==> src/rtl/sercha_pkg.sv <==
package sercha_pkg;
    // Error flag bundle; bit order matches status[2:0]
    typedef struct packed {
        logic frame;
        logic parity;
        logic ovr;
    } err_t;

    localparam int ERR_W   = 3;
    localparam int BIT_BSY = 6;
    localparam int BIT_BFL = 5;
endpackage

==> src/rtl/sercha_events.sv <==
module sercha_events
    import sercha_pkg::*;
#(
    parameter bit HAS_FRAME = 1'b1
) (
    input  logic uart_frame_end,
    input  logic uart_stop_ok,
    input  logic uart_par_ok,
    input  logic i2c_tx_mode,
    input  logic i2c_ack_slot,
    input  logic i2c_ack_seen,
    input  logic rx_enable,
    input  logic tx_wr,
    input  logic rx_store,
    input  logic csi_slv_tx_start,
    input  logic rx_unread_q,
    input  logic buf_full_q,
    output err_t set_ev
);
    always_comb begin
        set_ev        = '0;
        set_ev.frame  = HAS_FRAME && uart_frame_end && !uart_stop_ok;
        set_ev.parity = (uart_frame_end && !uart_par_ok)
                      || (i2c_ack_slot && i2c_tx_mode && !i2c_ack_seen);
        set_ev.ovr    = (rx_enable && rx_unread_q && (tx_wr || rx_store))
                      || (csi_slv_tx_start && !buf_full_q);
    end
endmodule

==> src/rtl/sercha_buftrack.sv <==
module sercha_buftrack (
    input  logic clk,
    input  logic rst_n,
    input  logic xfer_busy,
    input  logic tx_wr,
    input  logic rx_store,
    input  logic cpu_rd,
    input  logic tx_take,
    output logic busy_q,
    output logic buf_full_q,
    output logic rx_unread_q
);
    typedef struct packed {
        logic busy;
        logic full;
        logic unread;
    } bt_t;

    bt_t st_d, st_q;

    always_comb begin
        st_d      = st_q;
        st_d.busy = xfer_busy;
        if (cpu_rd || tx_take) st_d.full = 1'b0;
        if (tx_wr || rx_store) st_d.full = 1'b1;
        if (cpu_rd)            st_d.unread = 1'b0;
        if (rx_store)          st_d.unread = 1'b1;
    end

    always_ff @(posedge clk or negedge rst_n) begin
        if (!rst_n) st_q <= '0;
        else        st_q <= st_d;
    end

    assign busy_q      = st_q.busy;
    assign buf_full_q  = st_q.full;
    assign rx_unread_q = st_q.unread;

    assert_full_set_R10: assert property (@(posedge clk) disable iff (!rst_n)
        (tx_wr || rx_store) |=> buf_full_q);
endmodule

==> src/rtl/sercha_errflags.sv <==
module sercha_errflags
    import sercha_pkg::*;
#(
    parameter bit HAS_FRAME = 1'b1
) (
    input  logic clk,
    input  logic rst_n,
    input  err_t set_ev,
    input  err_t clr_ev,
    output err_t flags_q
);
    err_t fl_d, fl_q;

    always_comb begin
        // clear first, set afterwards so a coincident set wins
        fl_d = fl_q & ~clr_ev;
        fl_d = fl_d | set_ev;
    end

    generate
        if (HAS_FRAME) begin : g_frame
            always_ff @(posedge clk or negedge rst_n) begin
                if (!rst_n) fl_q <= '0;
                else        fl_q <= fl_d;
            end
        end else begin : g_noframe
            always_ff @(posedge clk or negedge rst_n) begin
                if (!rst_n) begin
                    fl_q <= '0;
                end else begin
                    fl_q.frame  <= 1'b0;
                    fl_q.parity <= fl_d.parity;
                    fl_q.ovr    <= fl_d.ovr;
                end
            end
        end
    endgenerate

    assign flags_q = fl_q;

    assert_set_wins_R8: assert property (@(posedge clk) disable iff (!rst_n)
        (set_ev.parity && clr_ev.parity) |=> flags_q.parity);
    assert_clear_works_R7: assert property (@(posedge clk) disable iff (!rst_n)
        (clr_ev.ovr && !set_ev.ovr) |=> !flags_q.ovr);
    assert_sticky_R9: assert property (@(posedge clk) disable iff (!rst_n)
        (flags_q.parity && !clr_ev.parity) |=> flags_q.parity);
endmodule

==> src/rtl/sercha_status.sv <==
module sercha_status
    import sercha_pkg::*;
#(
    parameter int CHAN_IDX = 1
) (
    input  logic       clk,
    input  logic       rst_n,
    input  logic       xfer_busy,
    input  logic       rx_enable,
    input  logic       uart_frame_end,
    input  logic       uart_stop_ok,
    input  logic       uart_par_ok,
    input  logic       i2c_tx_mode,
    input  logic       i2c_ack_slot,
    input  logic       i2c_ack_seen,
    input  logic       tx_wr,
    input  logic       rx_store,
    input  logic       cpu_rd,
    input  logic       tx_take,
    input  logic       csi_slv_tx_start,
    input  logic       clr_wr,
    input  logic [7:0] clr_wdata,
    output logic [7:0] status,
    output logic [7:0] clr_rdata
);
    localparam bit HAS_FRAME = (CHAN_IDX == 1);

    logic busy_q, buf_full_q, rx_unread_q;
    err_t set_ev, clr_ev, flags_q;

    sercha_buftrack u_buf (
        .clk         (clk),
        .rst_n       (rst_n),
        .xfer_busy   (xfer_busy),
        .tx_wr       (tx_wr),
        .rx_store    (rx_store),
        .cpu_rd      (cpu_rd),
        .tx_take     (tx_take),
        .busy_q      (busy_q),
        .buf_full_q  (buf_full_q),
        .rx_unread_q (rx_unread_q)
    );

    sercha_events #(.HAS_FRAME(HAS_FRAME)) u_ev (
        .uart_frame_end   (uart_frame_end),
        .uart_stop_ok     (uart_stop_ok),
        .uart_par_ok      (uart_par_ok),
        .i2c_tx_mode      (i2c_tx_mode),
        .i2c_ack_slot     (i2c_ack_slot),
        .i2c_ack_seen     (i2c_ack_seen),
        .rx_enable        (rx_enable),
        .tx_wr            (tx_wr),
        .rx_store         (rx_store),
        .csi_slv_tx_start (csi_slv_tx_start),
        .rx_unread_q      (rx_unread_q),
        .buf_full_q       (buf_full_q),
        .set_ev           (set_ev)
    );

    always_comb begin
        clr_ev = '0;
        if (clr_wr) clr_ev = clr_wdata[ERR_W-1:0];
    end

    sercha_errflags #(.HAS_FRAME(HAS_FRAME)) u_flags (
        .clk     (clk),
        .rst_n   (rst_n),
        .set_ev  (set_ev),
        .clr_ev  (clr_ev),
        .flags_q (flags_q)
    );

    always_comb begin
        status          = '0;
        status[BIT_BSY] = busy_q;
        status[BIT_BFL] = buf_full_q;
        status[2:0]     = flags_q;
    end

    assign clr_rdata = '0;

    assert_par_set_R3: assert property (@(posedge clk) disable iff (!rst_n)
        (uart_frame_end && !uart_par_ok) |=> status[1]);
    assert_ack_set_R4: assert property (@(posedge clk) disable iff (!rst_n)
        (i2c_ack_slot && i2c_tx_mode && !i2c_ack_seen) |=> status[1]);
    assert_csi_ovr_R6: assert property (@(posedge clk) disable iff (!rst_n)
        (csi_slv_tx_start && !buf_full_q) |=> status[0]);
    assert_busy_R10: assert property (@(posedge clk) disable iff (!rst_n)
        xfer_busy |=> status[BIT_BSY]);

    generate
        if (HAS_FRAME) begin : g_fa
            assert_frame_set_R2: assert property (@(posedge clk) disable iff (!rst_n)
                (uart_frame_end && !uart_stop_ok) |=> status[2]);
        end
    endgenerate
endmodule

==> config.mk <==
export PLATFORM = sky130hd
export DESIGN_NAME = sercha_status
export DESIGN_NICKNAME = d
export VERILOG_FILES = /design/src/rtl/sercha_pkg.sv /design/src/rtl/sercha_events.sv /design/src/rtl/sercha_buftrack.sv /design/src/rtl/sercha_errflags.sv /design/src/rtl/sercha_status.sv
export SDC_FILE = /design/constraint.sdc
export NUM_CORES = 1
export LEC_CHECK = 0
export ABC_CLOCK_PERIOD_IN_PS = 1000
export BUFFER_PORTS_ARGS = -buffer_cell sky130_fd_sc_hd__buf_2
export CAP_MARGIN = 20
export CELL_PAD_IN_SITES_DETAIL_PLACEMENT = 1
export CELL_PAD_IN_SITES_GLOBAL_PLACEMENT = 2
export CORE_UTILIZATION = 14
export DETAILED_ROUTE_END_ITERATION = 10
export GPL_TIMING_DRIVEN = 0
export MAX_ROUTING_LAYER = met4
export PLACE_DENSITY_LB_ADDON = 0.1
export SLEW_MARGIN = 20
export SYNTH_ARGS = -nofsm -noshare
export SYNTH_HDL_FRONTEND = slang
export SYNTH_SLANG_ARGS = --single-unit
==> constraint.sdc <==
create_clock -name clk -period 1 [get_ports clk]
set_input_delay 0.1 -clock clk [delete_from_list [all_inputs] [get_ports clk]]
set_output_delay 0.1 -clock clk [all_outputs]
set_load 0.03 [all_outputs]
==> flow_metrics.tcl <==
set metrics [dict create \
    status "completed" \
    synthAdderAreaFrac 0 \
    synthSimpleGateAreaFrac 0.0441 \
    cts_max_path_buffers 2 \
    cts_root_buf "clkbuf_4" \
    final_hold_viol_count 0 \
    clkTransAtPathRegs_ns 0.04 \
    fin_cells 100 \
    rsz0062_at_grt "false" \
    ys_types 13 \
    gp_congestion 0.697 \
    clock-sinks 6 \
    dp.cells 95 \
    drt_iter0_markers 0 \
    synth_seq_cells 6 \
    clk_latency_ns 0.24 \
    start_kind "flip-flop" \
    grt_pass1_wl_mm 1.21 \
    avgSynthCellArea_um2 10.0 \
    ir_drop_mv 0.377 \
    setup_viol 0 \
    portBuffers 23 \
    criticalPathCategory "flip-flop to primary output" \
    final.setup_skew_ns 0.00209 \
    grt_max_degree 7 \
    tns_ns 0 \
    end_kind "primary output" \
    die_h_um 51.3 \
    area_growth_pct 71.3 \
    final_common_cell "buf_2" \
    final_nets 98 \
    min_path_type "primary input to flip-flop" \
    grt_overflow 0 \
    use_met1 0.0516 \
    ant_nets 0 \
    layout_common_cells "21 x buf_2, 13 x buf_4, 11 x conb_1" \
    cp.required_ns 0.90 \
    top_usage_layer "met2" \
    final_layout_size_suffix_gt1_frac 0.556 \
    h-tree-depth 1 \
    p_leak_nw 0.342 \
    maxSlewViolCount 0 \
    rows 17 \
    crit_arrival_ns 0.86 \
    synth_top_family_by_area "buffers and inverters" \
    syn-instance-count 34 \
    core_area_mm2 0.00225 \
    die_w_um 51.3 \
    path_max_fanout 2 \
    fin_crit_sh 0.964 \
    die_area_mm2 0.00263 \
    synth_area_um2 340 \
    yosysWarnings 0 \
    wl_per_cell_um 8.05 \
    viasPerCell 3.28 \
    powerDensity_mw_per_mm2 1260 \
    antenna_found_initial 0 \
    met2_usage 0.123 \
    ys_seq_area_frac 0.441 \
    cts_setup_buffers 0 \
    synth_compound_area_frac 0.184 \
    use_met3 0.0476 \
    grt_pass1_vias 293 \
    drt_first_pass_iters 1 \
    grt_usage 0.0717 \
    drc 0 \
    period_needed_ns 0.964 \
    drt-total-wl_um 805 \
    numCtsBuffers 3 \
    synthXorXnorAreaFrac 0 \
    max_cap_violations 0 \
    via_count 328 \
    ios 40 \
    synthMuxAreaShare 0 \
    clock.fmax_mhz 1040 \
    cts_tree "done" \
    diodes 0 \
    start_util 0.151 \
]
==> path summary, 6_finish.rpt <==
kind,startpoint,to,slack [ns],depth (start not counted)
hold reg to reg,u_buf.rx_unread_q$_DFFE_PN0P_,u_buf.rx_unread_q$_DFFE_PN0P_,0.48,1
max in group asynchronous,rst_n,u_flags.flags_q[1]$_DFF_PN0_,0.64,2
hold / removal,tx_take,u_buf.buf_full_q$_DFFE_PN0P_,0.03,2
min in group asynchronous,rst_n,u_buf.busy_q$_DFF_PN0_,0.22,2
setup reg to reg,u_buf.rx_unread_q$_DFFE_PN0P_,u_flags.flags_q[0]$_DFF_PN0_,0.13,2
setup / recovery,u_buf.buf_full_q$_DFFE_PN0P_,status[5],0.04,2
==> per-stage QoR <==
stage | hold slack, ns | area, um^2 | util | setup slack [ns] | power (mW)
2_1_floorplan | -0.196 | 378 | - | 0.0633 | 0.441
3_3_place_gp | -0.0648 | 528 | 0.234 | 0.120 | 0.511
3_5_place_dp | -0.0644 | 528 | 0.234 | 0.126 | 0.510
4_1_cts | 0.0222 | 577 | 0.256 | 0.000170 | 0.755
5_1_grt | 0.0194 | 583 | 0.259 | 0.00761 | 0.784
6_report | 0.0292 | 583 | 0.259 | 0.0359 | 0.736
==> synthesized netlist by cell type (all sizes together) <==
library cell,count,area [um^2]
a221o,1,10.0
o221ai,1,8.76
inv,3,11.3
nand2,3,11.3
o2bb2ai,1,8.76
o31ai,1,7.51
conb,1,3.75
dfrtp,6,150
buf,13,97.6
o211a,1,10.0
a21bo,1,10.0
nor2,1,3.75
a21o,1,7.51
==> critical path: stages (launching register included) <==
cell and delay, ns:
dfrtp_1 0.37, buf_4 0.13, buf_6 0.13
==> registers in the layout, summed over array words and instances, names as in the netlist <==
register,flops
u_buf.buf_full_q,1
u_flags.flags_q,3
u_buf.busy_q,1
u_buf.rx_unread_q,1
==> routing by layer <==
layer  up-vias  wire [um]
met3         0         68
met5         -          0
li1        165          -
met1       147        265
met2        16        470
met4         0          0
==> cell families (layout without fill, tap and decap cells) <==
group,Yosys count,after routing
flip-flops,6,6
buffers and inverters,16,44
AO/OA/AOI/OAI,7,7
AND/OR/NAND/NOR,4,4
other,1,11
==> layout make-up <==
type / instances / area [um^2]
Buffer: 13 / 97.6
Clock buffer: 3 / 22.5
Fill cell: 296 / 1670
Inverter: 3 / 11.3
Multi-Input combinational cell: 22 / 119
Sequential cell: 6 / 150
Tap cell: 28 / 35.0
Timing Repair Buffer: 25 / 148
==> repair_timing <==
item,CTS,global route
setup endpoints to repair,1,1
pin swaps,0,0
hold buffers,2,0
endpoints found under the hold margin,7,0
gates resized for setup,2,3
==> power by group <==
group	internal (mW)	switching, mW	leakage, nW
sequential	0.266	0.00996	0.0653
combinational	0.103	0.138	0.263
clock	0.135	0.0832	0.0138
total	0.504	0.231	0.342
(Power assumes the default switching activity.)
